**config.mk**
```make
export PLATFORM = sky130hd
export DESIGN_NAME = chain_rx_latch
export DESIGN_NICKNAME = d
export VERILOG_FILES = /design/src/rtl/crl_pkg.sv /design/src/rtl/crl_sync.sv /design/src/rtl/crl_shift.sv /design/src/rtl/crl_idle.sv /design/src/rtl/crl_decode.sv /design/src/rtl/chain_rx_latch.sv
export SDC_FILE = /design/constraint.sdc
export NUM_CORES = 1
export LEC_CHECK = 0
export BUFFER_PORTS_ARGS = -buffer_cell sky130_fd_sc_hd__clkbuf_2
export CORE_MARGIN = 2
export CORE_UTILIZATION = 51
export CTS_CLUSTER_DIAMETER = 120
export CTS_CLUSTER_SIZE = 10
export DETAILED_ROUTE_END_ITERATION = 6
export GPL_TIMING_DRIVEN = 0
export HOLD_SLACK_MARGIN = 0.03
export PLACE_DENSITY_LB_ADDON = 0.15
export SLEW_MARGIN = 10
export SYNTH_ARGS = -nofsm -noshare
export SYNTH_HDL_FRONTEND = slang
export SYNTH_SLANG_ARGS = --single-unit
export TNS_END_PERCENT = 100
```
**constraint.sdc**
```tcl
create_clock -name clk -period 1.8 [get_ports clk]
set_input_delay 0.18 -clock clk [delete_from_list [all_inputs] [get_ports clk]]
set_output_delay 0.18 -clock clk [all_outputs]
set_load 0.02 [all_outputs]
```
**src/rtl/crl_pkg.sv**
```systemverilog
package crl_pkg;
  typedef enum logic [1:0] {
    HDR_GS  = 2'd0,
    HDR_FC  = 2'd1,
    HDR_BAD = 2'd2
  } hdr_kind_e;
endpackage

```
**src/rtl/crl_sync.sv**
```systemverilog
module crl_sync #(
  parameter int W = 2
) (
  input  logic         clk,
  input  logic         rst,
  input  logic [W-1:0] d,
  output logic [W-1:0] q
);
  logic [W-1:0] meta_q;

  for (genvar i = 0; i < W; i++) begin : g_bit
    always_ff @(posedge clk) begin
      if (rst) begin
        meta_q[i] <= 1'b0;
        q[i]      <= 1'b0;
      end else begin
        meta_q[i] <= d[i];
        q[i]      <= meta_q[i];
      end
    end
  end
endmodule

```
**src/rtl/crl_shift.sv**
```systemverilog
module crl_shift #(
  parameter int FRAME_W = 40
) (
  input  logic               clk,
  input  logic               rst,
  input  logic               shift_en,
  input  logic               din,
  output logic [FRAME_W-1:0] frame
);
  always_ff @(posedge clk) begin
    if (rst)           frame <= '0;
    else if (shift_en) frame <= {frame[FRAME_W-2:0], din};
  end


  shift_in_chk: assert property (@(posedge clk) disable iff (rst)
    shift_en |=> frame[0] == $past(din));

  shift_hold_chk: assert property (@(posedge clk) disable iff (rst)
    !shift_en |=> $stable(frame));
endmodule

```
**src/rtl/crl_idle.sv**
```systemverilog
module crl_idle #(
  parameter int IDLE_CYCLES = 3_200_000
) (
  input  logic clk,
  input  logic rst,
  input  logic edge_seen,
  output logic latch
);
  localparam int CW = $clog2(IDLE_CYCLES + 1);
  localparam logic [CW-1:0] LAST = CW'(IDLE_CYCLES - 1);

  logic [CW-1:0] cnt_q;
  logic          armed_q;

  always_ff @(posedge clk) begin
    if (rst) begin
      cnt_q   <= '0;
      armed_q <= 1'b0;
      latch   <= 1'b0;
    end else begin
      latch <= 1'b0;
      if (edge_seen) begin
        cnt_q   <= '0;
        armed_q <= 1'b1;
      end else if (armed_q) begin
        if (cnt_q == LAST) begin
          latch   <= 1'b1;
          armed_q <= 1'b0;
        end else begin
          cnt_q <= cnt_q + 1'b1;
        end
      end
    end
  end


  latch_single_chk: assert property (@(posedge clk) disable iff (rst)
    latch |=> !latch);

  edge_blocks_latch_chk: assert property (@(posedge clk) disable iff (rst)
    edge_seen |=> !latch);
endmodule

```
**src/rtl/crl_decode.sv**
```systemverilog
module crl_decode
  import crl_pkg::*;
#(
  parameter int FRAME_W = 40,
  parameter int HDR_W   = 4,
  parameter int CH_W    = 12,
  parameter int AR_BIT  = 0
) (
  input  logic                       clk,
  input  logic                       rst,
  input  logic                       latch,
  input  logic [FRAME_W-1:0]         frame,
  output logic [FRAME_W-HDR_W-1:0]   fc_q,
  output logic [FRAME_W-HDR_W-1:0]   gs_q,
  output logic                       ar_q
);
  localparam int PAY_W = FRAME_W - HDR_W;
  localparam int CH_N  = PAY_W / CH_W;

  logic [HDR_W-1:0] hdr;
  logic [PAY_W-1:0] pay;
  hdr_kind_e        kind;

  assign hdr = frame[FRAME_W-1 -: HDR_W];
  assign pay = frame[PAY_W-1:0];

  always_comb begin
    if (hdr == {HDR_W{1'b1}})      kind = HDR_FC;
    else if (hdr == {HDR_W{1'b0}}) kind = HDR_GS;
    else                           kind = HDR_BAD;
  end

  always_ff @(posedge clk) begin
    if (rst) begin
      fc_q <= '0;
      ar_q <= 1'b0;
    end else if (latch && kind == HDR_FC) begin
      fc_q <= pay;
      ar_q <= pay[AR_BIT];
    end
  end

  for (genvar c = 0; c < CH_N; c++) begin : g_ch
    always_ff @(posedge clk) begin
      if (rst)                          gs_q[c*CH_W +: CH_W] <= '0;
      else if (latch && kind == HDR_GS) gs_q[c*CH_W +: CH_W] <= pay[c*CH_W +: CH_W];
    end
  end


  bad_hdr_hold_chk: assert property (@(posedge clk) disable iff (rst)
    (latch && kind == HDR_BAD) |=> ($stable(fc_q) && $stable(gs_q) && $stable(ar_q)));

  fc_hold_chk: assert property (@(posedge clk) disable iff (rst)
    !latch |=> $stable(fc_q));

  gs_hold_chk: assert property (@(posedge clk) disable iff (rst)
    !latch |=> $stable(gs_q));
endmodule

```
**src/rtl/chain_rx_latch.sv**
```systemverilog
module chain_rx_latch #(
  parameter int FRAME_W     = 40,
  parameter int HDR_W       = 4,
  parameter int CH_W        = 12,
  parameter int AR_BIT      = 0,
  parameter int IDLE_CYCLES = 3_200_000
) (
  input  logic                     clk,
  input  logic                     rst,
  input  logic                     sclk_in,
  input  logic                     sdata_in,
  output logic                     sdata_out,
  output logic                     latch_pulse,
  output logic [FRAME_W-HDR_W-1:0] fc_data,
  output logic                     auto_repeat,
  output logic [CH_W-1:0]          gs_ch0,
  output logic [CH_W-1:0]          gs_ch1,
  output logic [CH_W-1:0]          gs_ch2
);
  localparam int PAY_W = FRAME_W - HDR_W;

  logic [1:0]         sync_q;
  logic               sclk_prev_q;
  logic               rise;
  logic [FRAME_W-1:0] frame_q;
  logic [PAY_W-1:0]   gs_flat;

  crl_sync #(.W(2)) u_sync (
    .clk (clk),
    .rst (rst),
    .d   ({sclk_in, sdata_in}),
    .q   (sync_q)
  );

  always_ff @(posedge clk) begin
    if (rst) sclk_prev_q <= 1'b0;
    else     sclk_prev_q <= sync_q[1];
  end

  assign rise = sync_q[1] & ~sclk_prev_q;

  crl_shift #(.FRAME_W(FRAME_W)) u_shift (
    .clk      (clk),
    .rst      (rst),
    .shift_en (rise),
    .din      (sync_q[0]),
    .frame    (frame_q)
  );

  assign sdata_out = frame_q[FRAME_W-1];

  crl_idle #(.IDLE_CYCLES(IDLE_CYCLES)) u_idle (
    .clk       (clk),
    .rst       (rst),
    .edge_seen (rise),
    .latch     (latch_pulse)
  );

  crl_decode #(
    .FRAME_W (FRAME_W),
    .HDR_W   (HDR_W),
    .CH_W    (CH_W),
    .AR_BIT  (AR_BIT)
  ) u_dec (
    .clk   (clk),
    .rst   (rst),
    .latch (latch_pulse),
    .frame (frame_q),
    .fc_q  (fc_data),
    .gs_q  (gs_flat),
    .ar_q  (auto_repeat)
  );

  assign gs_ch0 = gs_flat[0*CH_W +: CH_W];
  assign gs_ch1 = gs_flat[1*CH_W +: CH_W];
  assign gs_ch2 = gs_flat[2*CH_W +: CH_W];


  ar_follow_chk: assert property (@(posedge clk) disable iff (rst)
    $changed(auto_repeat) |-> $past(latch_pulse));
endmodule

```
# Yosys cells after proc, flatten, opt, wreduce, memory -nomap -nowiden
# Cells that the tools add are included.
# W data, S select, Z words.
[op_classes]
n_reduce_logical = 7
n_bitwise = 4
mux = 6
eq_ne = 3
add_sub_neg = 1
[ops]
columns = ["op", "n"]
rows = [
  ["$add A22 B1 Y22 const B", 1],
  ["$eq A22 B22 Y1 const B", 1],
  ["$eq A4 B4 Y1 const B", 1],
  ["$logic_not A4 Y1", 1],
  ["$mux W1", 4],
  ["$mux W2", 2],
  ["$not A1 Y1", 3],
  ["$reduce_or A3 Y1", 1],
  ["$eq A2 B1 Y1 const B", 1],
  ["$logic_and A1 B1 Y1", 2],
  ["$logic_not A2 Y1", 1],
  ["$reduce_and A2 Y1", 1],
  ["$reduce_or A2 Y1", 1],
  ["$and A1 B1 Y1", 1],
]
[totals]
out_inout_bits = 75
word_cells = 35
inputBits = 4
regBits = 142

# Depth between registers and ports, before layout
# Gate-level depths: netlist of run 1.
[depth]
ltp_word = 5
mapped_depth = 7

# Cells and area by module
# From an unflattened synthesis of run 1, not the netlist that was laid out.
[hier_totals]
cells_unflattened = 560
area_unflattened_um2 = 5869.4
[by_module_without_submodules]
columns = ["mod", "seq_area_each_um2", "n_inst", "area_per_inst_um2", "cells_each"]
rows = [
  ["crl_decode", 1441.4, 1, 3029.2, 278],
  ["crl_shift", 800.8, 1, 1457.6, 129],
  ["crl_idle", 480.5, 1, 1229.9, 142],
  ["crl_sync", 80.1, 1, 105.1, 8],
  ["chain_rx_latch", 20.0, 1, 47.5, 3],
]

# Worst setup path before layout of run 1
# Ideal clock, no wire load.
[synth_timing]
path_type = "reg2reg"
start = "register u_idle.cnt_q[17]"
end = "register u_idle.cnt_q[3]"
path_stages_with_launch = 7
t_arrival_ns = 1.434
synth_period_minus_slack_ns = 1.561
t_required_ns = 1.672
path_slack_ns = 0.239
setup_time_ns = 0.128
path_cell_list = "dfxtp_1 -> nor4b_1 -> nand4_1 -> buf_4 -> o211ai_1 -> xor2_1 -> nor2_1"
[synth_via]
elab_chain_cells = 3
[synth_rtl]
columns = ["element", "line_no", "text"]
rows = [
  ["start: declaration", "crl_idle.sv:12", "logic [CW-1:0] cnt_q;"],
  ["start signal: assignment", "crl_idle.sv:30", "cnt_q <= cnt_q + 1'b1;"],
  ["$eq A22 B22 Y1", "crl_idle.sv:26", "if (cnt_q == LAST) begin"],
  ["$not A1 Y1 (no line)", "-", ""],
  ["$reduce_and A2 Y1 (no line)", "-", ""],
]
# Every way passes these cells.
# A chain may end at the register's enable or synchronous reset.

# Final worst setup path of run 1
[layout_timing]
start = "register u_idle.cnt_q[3]"
end = "register u_idle.cnt_q[21]"
[layout_via]
elab_chain_cells = 3
elab_cells_between_ends = 4
classes_between = "1 x add/sub; 1 x eq/ne; 1 x bitwise; 1 x reduce/logical"
[layout_rtl]
columns = ["element"]
rows = [
  ["branches (longest 3 deep; another with $add A22 B1 Y22)"],
]
# Several ways; the timed one is not identified.

==> metrics.txt, run 1 <==
outcome complete, no violations; hold wc startpoint rst; Slew Limit Fails 0; main area contributors after synthesis dfxtp_1 55%, nand2_1 17%, a21oi_1 11%; gp weighted congestion 0.825; max incr delay on CP 0.43 ns; All-Layer GR Usage 0.221; DRC violations left 0; Final period util 0.937; family with the most delay on the worst path simple AND/OR/NAND/NOR gates; CORE AREA 0.00973 mm²; Lkg Pwr 2.36 nW; CP Cell Sequence nand4_4, nor3_4, nand3_1, or3_1, a21oi_1; Required @ worst endpoint 2.25 ns; IO buf count 78; PwrDens 1060 mW/mm²; Clk pin slew, worst setup/hold paths 0.06 ns; worst setup path start u_idle.cnt_q[3]; die width 104 µm; yosys warns 0; XOR/XNOR Fraction of Synth Area 0.0308; die area 0.0108 mm²; Antenna Nets Post-Route 0; synth-to-layout area growth 23.8%; Async SR Flop Fraction 0; EDFF count, synth 0; ys flop type dfxtp_1; Setup CP Type reg2reg; max_cap viols 0; Via density 5.12; Cell variety after synth 35; flops & latches, synth 141; Root Driver clkbuf_8; Synth Instances 630; final count of hold timing violations 0; IO Count 79; CTS tree built; simple logic cell fraction of the synthesized area 0.254; die height 104 µm; antenna violations before repair 0; Post-Syn Nets 635; max frequency 593 MHz; H-tree levels 4; top cells by count, synth 233 x nand2_1, 141 x dfxtp_1, 114 x a21oi_1; Rows 36; Slew @ Worst Pin 0.548 ns; Cell Area, Placed 0.00567 mm²; initial core utilization 0.525; Skew-Pair Late Insertion Delay 0.53 ns; hold_ws 0.202 ns; clk sinks 141; Finish-stage setup viols 0; Worst Path Arrival 2.13 ns; placed cell count 841; Via Count 4476; Worst Skew 0.00545 ns; post-synthesis compound-gate area fraction 0.128; first-pass GRT wire length 19500 µm; total grt overflow 0; mux cell area share after synthesis 0; syn avg cell area 8.11 µm²; Cell Count, Final, Fillers Out 875; main combinational cell family by area after synthesis simple AND/OR/NAND/NOR gates; fin nets 734; crit-path max FO 7; n_diodes 0; slowest CP cell dfxtp_1; setup TNS 0 ns; Clock Path Buffers 2; maximum VDD drop 553 µV; Buf/Inv on CP 0; DR pass1 iterations 5; post-route cell area 0.00633 mm²; FF-to-FF Start u_idle.cnt_q[3]; largest net degree at the start of global routing 17; area of the mapped netlist 0.00511 mm²; minimum clock period 1.69 ns; crit path launch type flop; DP Wirelength 7830 µm; adder-cell area share of the yosys netlist 0.00245; sequential area share after synthesis 0.552; WL final 11600 µm; HP Class in2reg; area leader, netlist dfxtp_1; Crit. End Element flop; Slew headroom 0.635; Synth top area share 0.552; most common cell in the netlist nand2_1; proportion of layout cells with a drive suffix above 1 0.171; routed length per instance 13.3 µm; cts bufs inserted 17; vias in the first global route 4169; Post-CTS Setup Bufs 0; final worst setup slack 0.114 ns; 1st-iter DRT viols 179; Place WS -0.0127 ns
==> where the power goes <==
part / switching (W) / internal, W
Combinational: 0.0000890 / 0.0000239
Sequential: 0.00000565 / 0.00313
Clock: 0.00132 / 0.00216
==> final cells by class <==
cell class / count / area, µm²
timing repair buffer: 80 / 410
sequential: 141 / 2830
buffer: 41 / 171
multi-input combinational: 448 / 2160
tap: 133 / 166
fill: 862 / 3400
clock buffer: 24 / 490
clock inverter: 8 / 105
==> layout by cell type (no fill, tap or decap), drive strengths merged, types with 2 or more instances in the layout <==
cell,count
nand2,233
nor2,22
nand3,9
bufinv,2
dfxtp,141
dlygate4sd3,2
nand4,9
and3,8
and4,3
a21oi,114
buf,9
and2,3
xor2,17
nor4b,2
o211ai,2
nor2b,6
clkbuf,134
o21ai,4
nand2b,2
clkinv,2
nor3,3
clkinvlp,3
==> sequential cells by signal (all words and copies together), names as in the netlist <==
name,cells
u_idle.latch,1
u_idle.armed_q,1
u_sync.q,2
u_sync.meta_q,2
u_shift.frame,40
sclk_prev_q,1
u_dec.fc_q,36
u_idle.cnt_q,22
u_dec.gs_q,36
==> worst reg2reg max path, cell delays in order, from the launching register on <==
cell	delay, ns
dfxtp_1	0.43
nand4_4	0.19
nor3_4	0.37
nand3_1	0.13
or3_1	0.32
a21oi_1	0.16
==> routing by layer <==
metal / global-route usage / share of wire / vias to the layer above
met5: 0 / 0 / -
met4: 0.0869 / 0.019 / 0
met3: 0.0564 / 0.039 / 18
met2: 0.350 / 0.46 / 103
met1: 0.291 / 0.49 / 2081
li1: - / - / 2274
==> logic make-up (layout without fill, tap and decap cells) <==
group,after synthesis,in the layout
compound gates,125,125
xor+xnor,18,18
fa+ha+maj,1,1
buf+inv,41,153
flops,141,141
simple gates,304,304
==> worst paths after layout <==
path	cells after the start	end	slack, ns
setup / recovery	5	u_idle.cnt_q[21]	0.11
hold / removal	3	u_sync.meta_q[1]	0.20
setup reg to reg	5	u_idle.cnt_q[21]	0.11
hold reg to reg	1	u_sync.q[0]	0.44
==> through the flow <==
| stage | util | power [W] |
|---|---|---|
| finish | 0.650 | 0.00673 |
| detailed placement | 0.583 | 0.00331 |
| floorplan | - | 0.00327 |
| global route | 0.650 | 0.00692 |
| global placement | 0.583 | 0.00331 |
| CTS | 0.647 | 0.00676 |
==> repair_timing <==
action / CTS / global route
pin swaps: 0 / 2
gates resized for setup: 2 / 11
hold buffers: 2 / 0
endpoints found under the hold margin: 2 / 0
setup endpoints to repair: 2 / 19
(Power assumes the default switching activity.)
==> run 2, diff against run 1 <==
MAX_ROUTING_LAYER = met4   (was default)
==> metrics.txt, run 2 (synthesized netlist as in run 1, its figures left out) <==
outcome complete, no violations (unchanged); fin nets 734 (unchanged); Final period util 0.947 (was 0.937); Finish-stage setup viols 0 (unchanged); Skew-Pair Late Insertion Delay 0.53 ns (about the same); Internal 0.00531 W (was 0.00532 W); Via density 5.12 (about the same); All-Layer GR Usage 0.227 (was 0.221); fillers 861 (was 862); n_diodes 0 (unchanged); Cell Count, Final, Fillers Out 875 (unchanged); sequential fraction of design power 0.466 (about the same); CTS tree built (unchanged); DRC violations left 0 (unchanged); Post-CTS Setup Bufs 0 (unchanged); family with the most delay on the worst path buffers and inverters (was simple AND/OR/NAND/NOR gates); Slew headroom 0.634 (was 0.635); die area 0.0108 mm² (unchanged); antenna violations before repair 0 (unchanged); die width 104 µm (unchanged); Rows 36 (unchanged); final count of hold timing violations 0 (unchanged); max reg flops 40 (unchanged); die height 104 µm (unchanged); commonest non-fill, non-tap cell in the layout nand2_1 (unchanged); initial core utilization 0.525 (unchanged); largest net degree at the start of global routing 17 (unchanged); Net Sw Frac 0.209 (was 0.210); Worst Path Arrival 2.15 ns (was 2.13 ns); total grt overflow 0 (unchanged); max_cap viols 0 (unchanged); vias in the first global route 4160 (was 4169); cell mode on critical path and3_1; synth-to-layout area growth 23.6% (was 23.8%); cts bufs inserted 17 (unchanged); IO buf count 78 (unchanged); proportion of layout cells with a drive suffix above 1 0.164 (was 0.171); crit-path max FO 10 (was 7); first-pass GRT wire length 19500 µm (about the same); Antenna Nets Post-Route 0 (unchanged); Slew @ Worst Pin 0.549 ns (was 0.548 ns); CORE AREA 0.00973 mm² (unchanged); Comb pwr share 0.017 (about the same); crit path launch type flop (unchanged); placed cell count 841 (unchanged); maximum VDD drop 547 µV (was 553 µV); clk sinks 141 (unchanged); DP Wirelength 7830 µm (unchanged); HP Class in2reg (unchanged); Setup CP Type reg2reg (unchanged); Root Driver clkbuf_8 (unchanged); most frequent cells in the layout 233 x nand2_1, 141 x dfxtp_1, 114 x a21oi_1 (was 233 x nand2_1, 139 x dfxtp_1, 114 x a21oi_1); Reg with most FFs u_shift.frame (unchanged); Buf/Inv on CP 2 (was 0); Clock Path Buffers 2 (unchanged); Slew Limit Fails 0 (unchanged); Worst Skew 0.00648 ns (was 0.00545 ns); sw power 0.00141 W (about the same); minimum clock period 1.70 ns (was 1.69 ns); unrepaired setup endpoints after global routing true; max frequency 587 MHz (was 593 MHz); slowest CP cell dfxtp_1 (unchanged); H-tree levels 4 (unchanged); routed length per instance 13.3 µm (about the same); Via Count 4478 (was 4476); Clk pwr share 0.517 (about the same); DR pass1 iterations 5 (unchanged); gp weighted congestion 0.838 (was 0.825); PwrDens 1060 mW/mm² (about the same); CP Cell Sequence and3_1, and3_1, buf_2, clkbuf_1, nand2_1, a21oi_1 (was nand4_4, nor3_4, nand3_1, or3_1, a21oi_1); 1st-iter DRT viols 171 (was 179); WL final 11600 µm (about the same); Clk pin slew, worst setup/hold paths 0.06 ns (about the same); Crit. End Element flop (unchanged); IO Count 79 (unchanged); Lkg Pwr 2.35 nW (was 2.36 nW); max incr delay on CP 0.40 ns (was 0.43 ns); setup TNS 0 ns (unchanged); Required @ worst endpoint 2.24 ns (was 2.25 ns); post-route core utilization 0.650 (about the same); biggest regs u_shift.frame (40), u_dec.fc_q (36), u_dec.gs_q (36) (unchanged)
==> run 2: final timing paths <==
path	start	endpoint	slack [ns]	depth (start not counted)
worst min register to register	u_sync.meta_q[0]	u_sync.q[0]	0.44	1
worst max register to register	u_shift.frame[39]	u_dec.fc_q[29]	0.1	6
worst min-delay path	rst	u_sync.meta_q[1]	0.21	3
worst max-delay path	u_shift.frame[39]	u_dec.fc_q[29]	0.1	6
==> run 2: power groups by stage <==
stage	logic (W)	clock network [W]	registers [W]
CTS	0.000112	0.00352	0.00313
global placement	0.000107	0	0.00320
finish	0.000113	0.00347	0.00313
global route	0.000125	0.00366	0.00313
floorplan	0.0000729	0	0.00320
detailed placement	0.000109	0	0.00320
==> run 2: final cells by class <==
| cell class | count | area, µm² | share of cell area |
|---|---|---|---|
| Buffer | 41 | 168 | 0.0265 |
| Clock buffer | 24 | 490 | 0.0776 |
| Tap cell | 133 | 166 | 0.0263 |
| Clock inverter | 8 | 105 | 0.0166 |
| Sequential cell | 141 | 2820 | 0.447 |
| Timing Repair Buffer | 80 | 410 | 0.0649 |
| Multi-Input combinational cell | 448 | 2160 | 0.341 |
==> run 2: routing by layer <==
metal  up-vias  wire length (µm)  track usage
met2       125              5400        0.350
met5         -                 0            -
met1      2066              5500        0.291
met3        16               555       0.0564
met4         0               180       0.0869
li1       2271                 -            -
==> run 2: through the flow <==
step	hold WS [ns]	area [µm²]	total power, W	setup slack (ns)
after global routing	0.207	6320	0.00692	-0.0417
after global placement	0.417	5670	0.00331	0.0209
after floorplan	0.308	5110	0.00327	0.239
after CTS	0.179	6300	0.00676	0.0979
after detailed placement	0.420	5670	0.00331	-0.0127
final	0.205	6320	0.00672	0.0960
==> run 2: timing repair <==
action                                 in CTS  in global routing
gates resized for setup                     2                  5
endpoints found under the hold margin       2                  0
hold buffers                                2                  0
setup endpoints to repair                   2                 19
==> run 2: tightest hold or removal path: stages <==
cell and delay (ns):
clkbuf_2 0.11, clkbuf_1 0.25, nor2b_1 0.16
==> run 3, diff against run 2 <==
CELL_PAD_IN_SITES_DETAIL_PLACEMENT = 0   (was default)
CELL_PAD_IN_SITES_GLOBAL_PLACEMENT = 1   (was default)
CORE_UTILIZATION = 45   (was 51)
SYNTH_HIERARCHICAL = 1   (was default)
==> metrics.txt, run 3 <==
Cell variety after synth 48 (was 35); IO Count 79 (unchanged); Root Driver clkbuf_16 (was clkbuf_8); die area 0.0140 mm² (was 0.0108 mm²); first-pass GRT wire length 21200 µm (was 19500 µm); setup TNS 0 ns (unchanged); clk sinks 141 (unchanged); CORE AREA 0.0127 mm² (was 0.00973 mm²); Post-Syn Nets 565 (was 635); WL final 12500 µm (was 11600 µm); HP Class in2reg (unchanged); EDFF count, synth 0 (unchanged); 1st-iter DRT viols 153 (was 171); proportion of layout cells with a drive suffix above 1 0.219 (was 0.164); maximum VDD drop 467 µV (was 547 µV); CTS tree built (unchanged); Synth top area share 0.481 (was 0.552); unrepaired setup endpoints after global routing true (unchanged); Slew headroom 0.623 (was 0.634); ys flop type dfxtp_1 (unchanged); outcome complete, no violations (unchanged); H-tree levels 4 (unchanged); All-Layer GR Usage 0.195 (was 0.227); cts bufs inserted 17 (unchanged); Top Usage Layer GRT met2 (unchanged); DR pass1 iterations 4 (was 5); M1 GR Usage 0.244 (was 0.291); flops & latches, synth 141 (unchanged); die width 118 µm (was 104 µm); met3 Use GR 0.0468 (was 0.0564); reg2reg path depth 5 (was 6); top cells by count, synth 141 x dfxtp_1, 117 x mux2i_1, 108 x nand2b_1 (was 233 x nand2_1, 141 x dfxtp_1, 114 x a21oi_1); PwrDens 963 mW/mm² (was 1060 mW/mm²); hold depth 2 (was 3); DP Wirelength 8800 µm (was 7830 µm); post-route core utilization 0.567 (was 0.650); biggest regs u_shift/frame (40), u_dec/fc_q (36), u_dec/gs_q (36) (was u_shift.frame (40), u_dec.fc_q (36), u_dec.gs_q (36)); yosys warns 6 (was 0); initial core utilization 0.463 (was 0.525); total grt overflow 0 (unchanged); n_diodes 0 (unchanged); Rows 41 (was 36); register area 0.00283 mm² (was 0.00282 mm²); Clk pin slew, worst setup/hold paths 0.06 ns (about the same); IO buf count 78 (unchanged); antenna violations before repair 0 (unchanged); Reg with most FFs u_shift/frame (was u_shift.frame); Slew @ Worst Pin 0.566 ns (was 0.549 ns); final count of hold timing violations 0 (unchanged); commonest non-fill, non-tap cell in the layout dfxtp_1 (was nand2_1); sequential area share after synthesis 0.481 (was 0.552); Synth Instances 560 (was 630); max frequency 583 MHz (was 587 MHz); multi-input logic area 0.00283 mm² (was 0.00216 mm²); crit path launch type flop (unchanged); main area contributors after synthesis dfxtp_1 48%, mux2i_1 20%, nand2b_1 12% (was dfxtp_1 55%, nand2_1 17%, a21oi_1 11%); fin nets 669 (was 734); Worst Path Arrival 2.07 ns (was 2.15 ns); gp weighted congestion 0.832 (was 0.838); Worst Skew 0.0130 ns (was 0.00648 ns); grt met2 use 0.307 (was 0.350); largest net degree at the start of global routing 19 (was 17); DRC violations left 0 (unchanged); Slew Limit Fails 0 (unchanged); Cell Area, Placed 0.00647 mm² (was 0.00567 mm²); Via density 5.04 (was 5.12); vias in the first global route 4287 (was 4160); fillers 1171 (was 861); Lkg Pwr 2.87 nW (was 2.35 nW); Async SR Flop Fraction 0 (unchanged); Setup CP Type reg2reg (unchanged); Required @ worst endpoint 2.16 ns (was 2.24 ns); Final period util 0.953 (was 0.947); Crit. End Element flop (unchanged); Finish-stage setup viols 0 (unchanged); max_cap viols 0 (unchanged); area of the mapped netlist 0.00587 mm² (was 0.00511 mm²); synth-to-layout area growth 22.5% (was 23.6%); minimum clock period 1.72 ns (was 1.70 ns); area leader, netlist dfxtp_1 (unchanged); Skew-Pair Late Insertion Delay 0.42 ns (was 0.53 ns); routed length per instance 14.8 µm (was 13.3 µm); most common cell in the netlist dfxtp_1 (was nand2_1); max reg flops 40 (unchanged); crit-path max FO 9 (was 10); syn avg cell area 10.5 µm² (was 8.11 µm²); Antenna Nets Post-Route 0 (unchanged); total power 0.00693 W (was 0.00672 W); post-route cell area 0.00719 mm² (was 0.00632 mm²); Clock Path Buffers 2 (unchanged); most frequent cells in the layout 139 x dfxtp_1, 117 x mux2i_1, 108 x nand2b_1 (was 233 x nand2_1, 141 x dfxtp_1, 114 x a21oi_1); Via Count 4275 (was 4478); die height 118 µm (was 104 µm)
run 3: changes by cell type in the layout (fill, tap and decap cells not counted), moves of 4 or more:
| cell | change |
|---|---|
| nand2_1 | -212 |
| mux2i_1 | +117 |
| a21oi_1 | -106 |
| nand2b_1 | +106 |
| nor2_1 | +22 |
| xor2_1 | -16 |
| clkbuf_1 | -11 |
| or3_1 | +8 |
| and3_1 | -6 |
| buf_4 | +5 |
| buf_1 | -4 |
| buf_12 | +4 |
| buf_6 | +4 |
run 3: area by class of cell:
cell class / instances / share of cell area
Clock buffer: 26 / 0.0708
Buffer: 33 / 0.0353
Timing Repair Buffer: 85 / 0.0623
Clock inverter: 6 / 0.0146
Sequential cell: 141 / 0.394
Multi-Input combinational cell: 386 / 0.393
Tap cell: 172 / 0.0299
run 3: report_power, final:
part	leakage, nW	switching, W	internal (W)
logic	1.43	0.000106	0.0000912
clock network	0.304	0.00124	0.00236
registers	1.14	0.00000553	0.00313
total	2.87	0.00135	0.00558
run 3: metrics by stage:
step / std cells / hold slack [ns] / setup slack [ns]
floorplan: 560 / 0.244 / 0.0861
global placement: 810 / 0.404 / -0.150
detailed placement: 810 / 0.403 / -0.218
CTS: 846 / 0.260 / 0.00106
global route: 849 / 0.282 / -0.0325
finish: 849 / 0.258 / 0.0841
run 3: logic make-up (layout without fill, tap and decap cells):
family | count (synthesis) | after routing | synth area share
buf+inv | 33 | 150 | 0.0428
xor+xnor | 2 | 2 | 0.00298
fa+ha+maj | 1 | 1 | 0.00213
compound gates | 34 | 34 | 0.0397
mux | 117 | 117 | 0.200
flops | 141 | 141 | 0.481
simple gates | 232 | 232 | 0.232
run 3: path summary, 6_finish.rpt:
check,slack [ns],to,from
setup / recovery,0.08,u_idle/cnt_q[16],u_sync/q[1]
hold / removal,0.26,sclk_prev_q,rst
hold reg to reg,0.45,u_sync/q[0],u_sync/meta_q[0]
setup reg to reg,0.08,u_idle/cnt_q[16],u_sync/q[1]
run 3: worst max-delay path, cell delays in order, from the launching register on:
cell      delay (ns)
dfxtp_1         0.31
nor2b_4         0.16
or2_2           0.27
clkbuf_1        0.18
or4_2           0.66
nand2_1         0.08
run 3: repair_timing:
action | CTS | global route
setup buffers | 2 | 3
hold buffers | 2 | 0
pin swaps | 1 | 3
endpoints found under the setup margin | 10 | 20
hold endpoints to repair | 2 | 0
resized for setup | 7 | 10
run 3: routing by layer:
layer	part of all wire	up-vias	routed length, µm
met3	0.040	14	506
met4	0.012	0	148
li1	-	2151	-
met5	0	-	0
met2	0.47	81	5870
met1	0.48	2029	6010
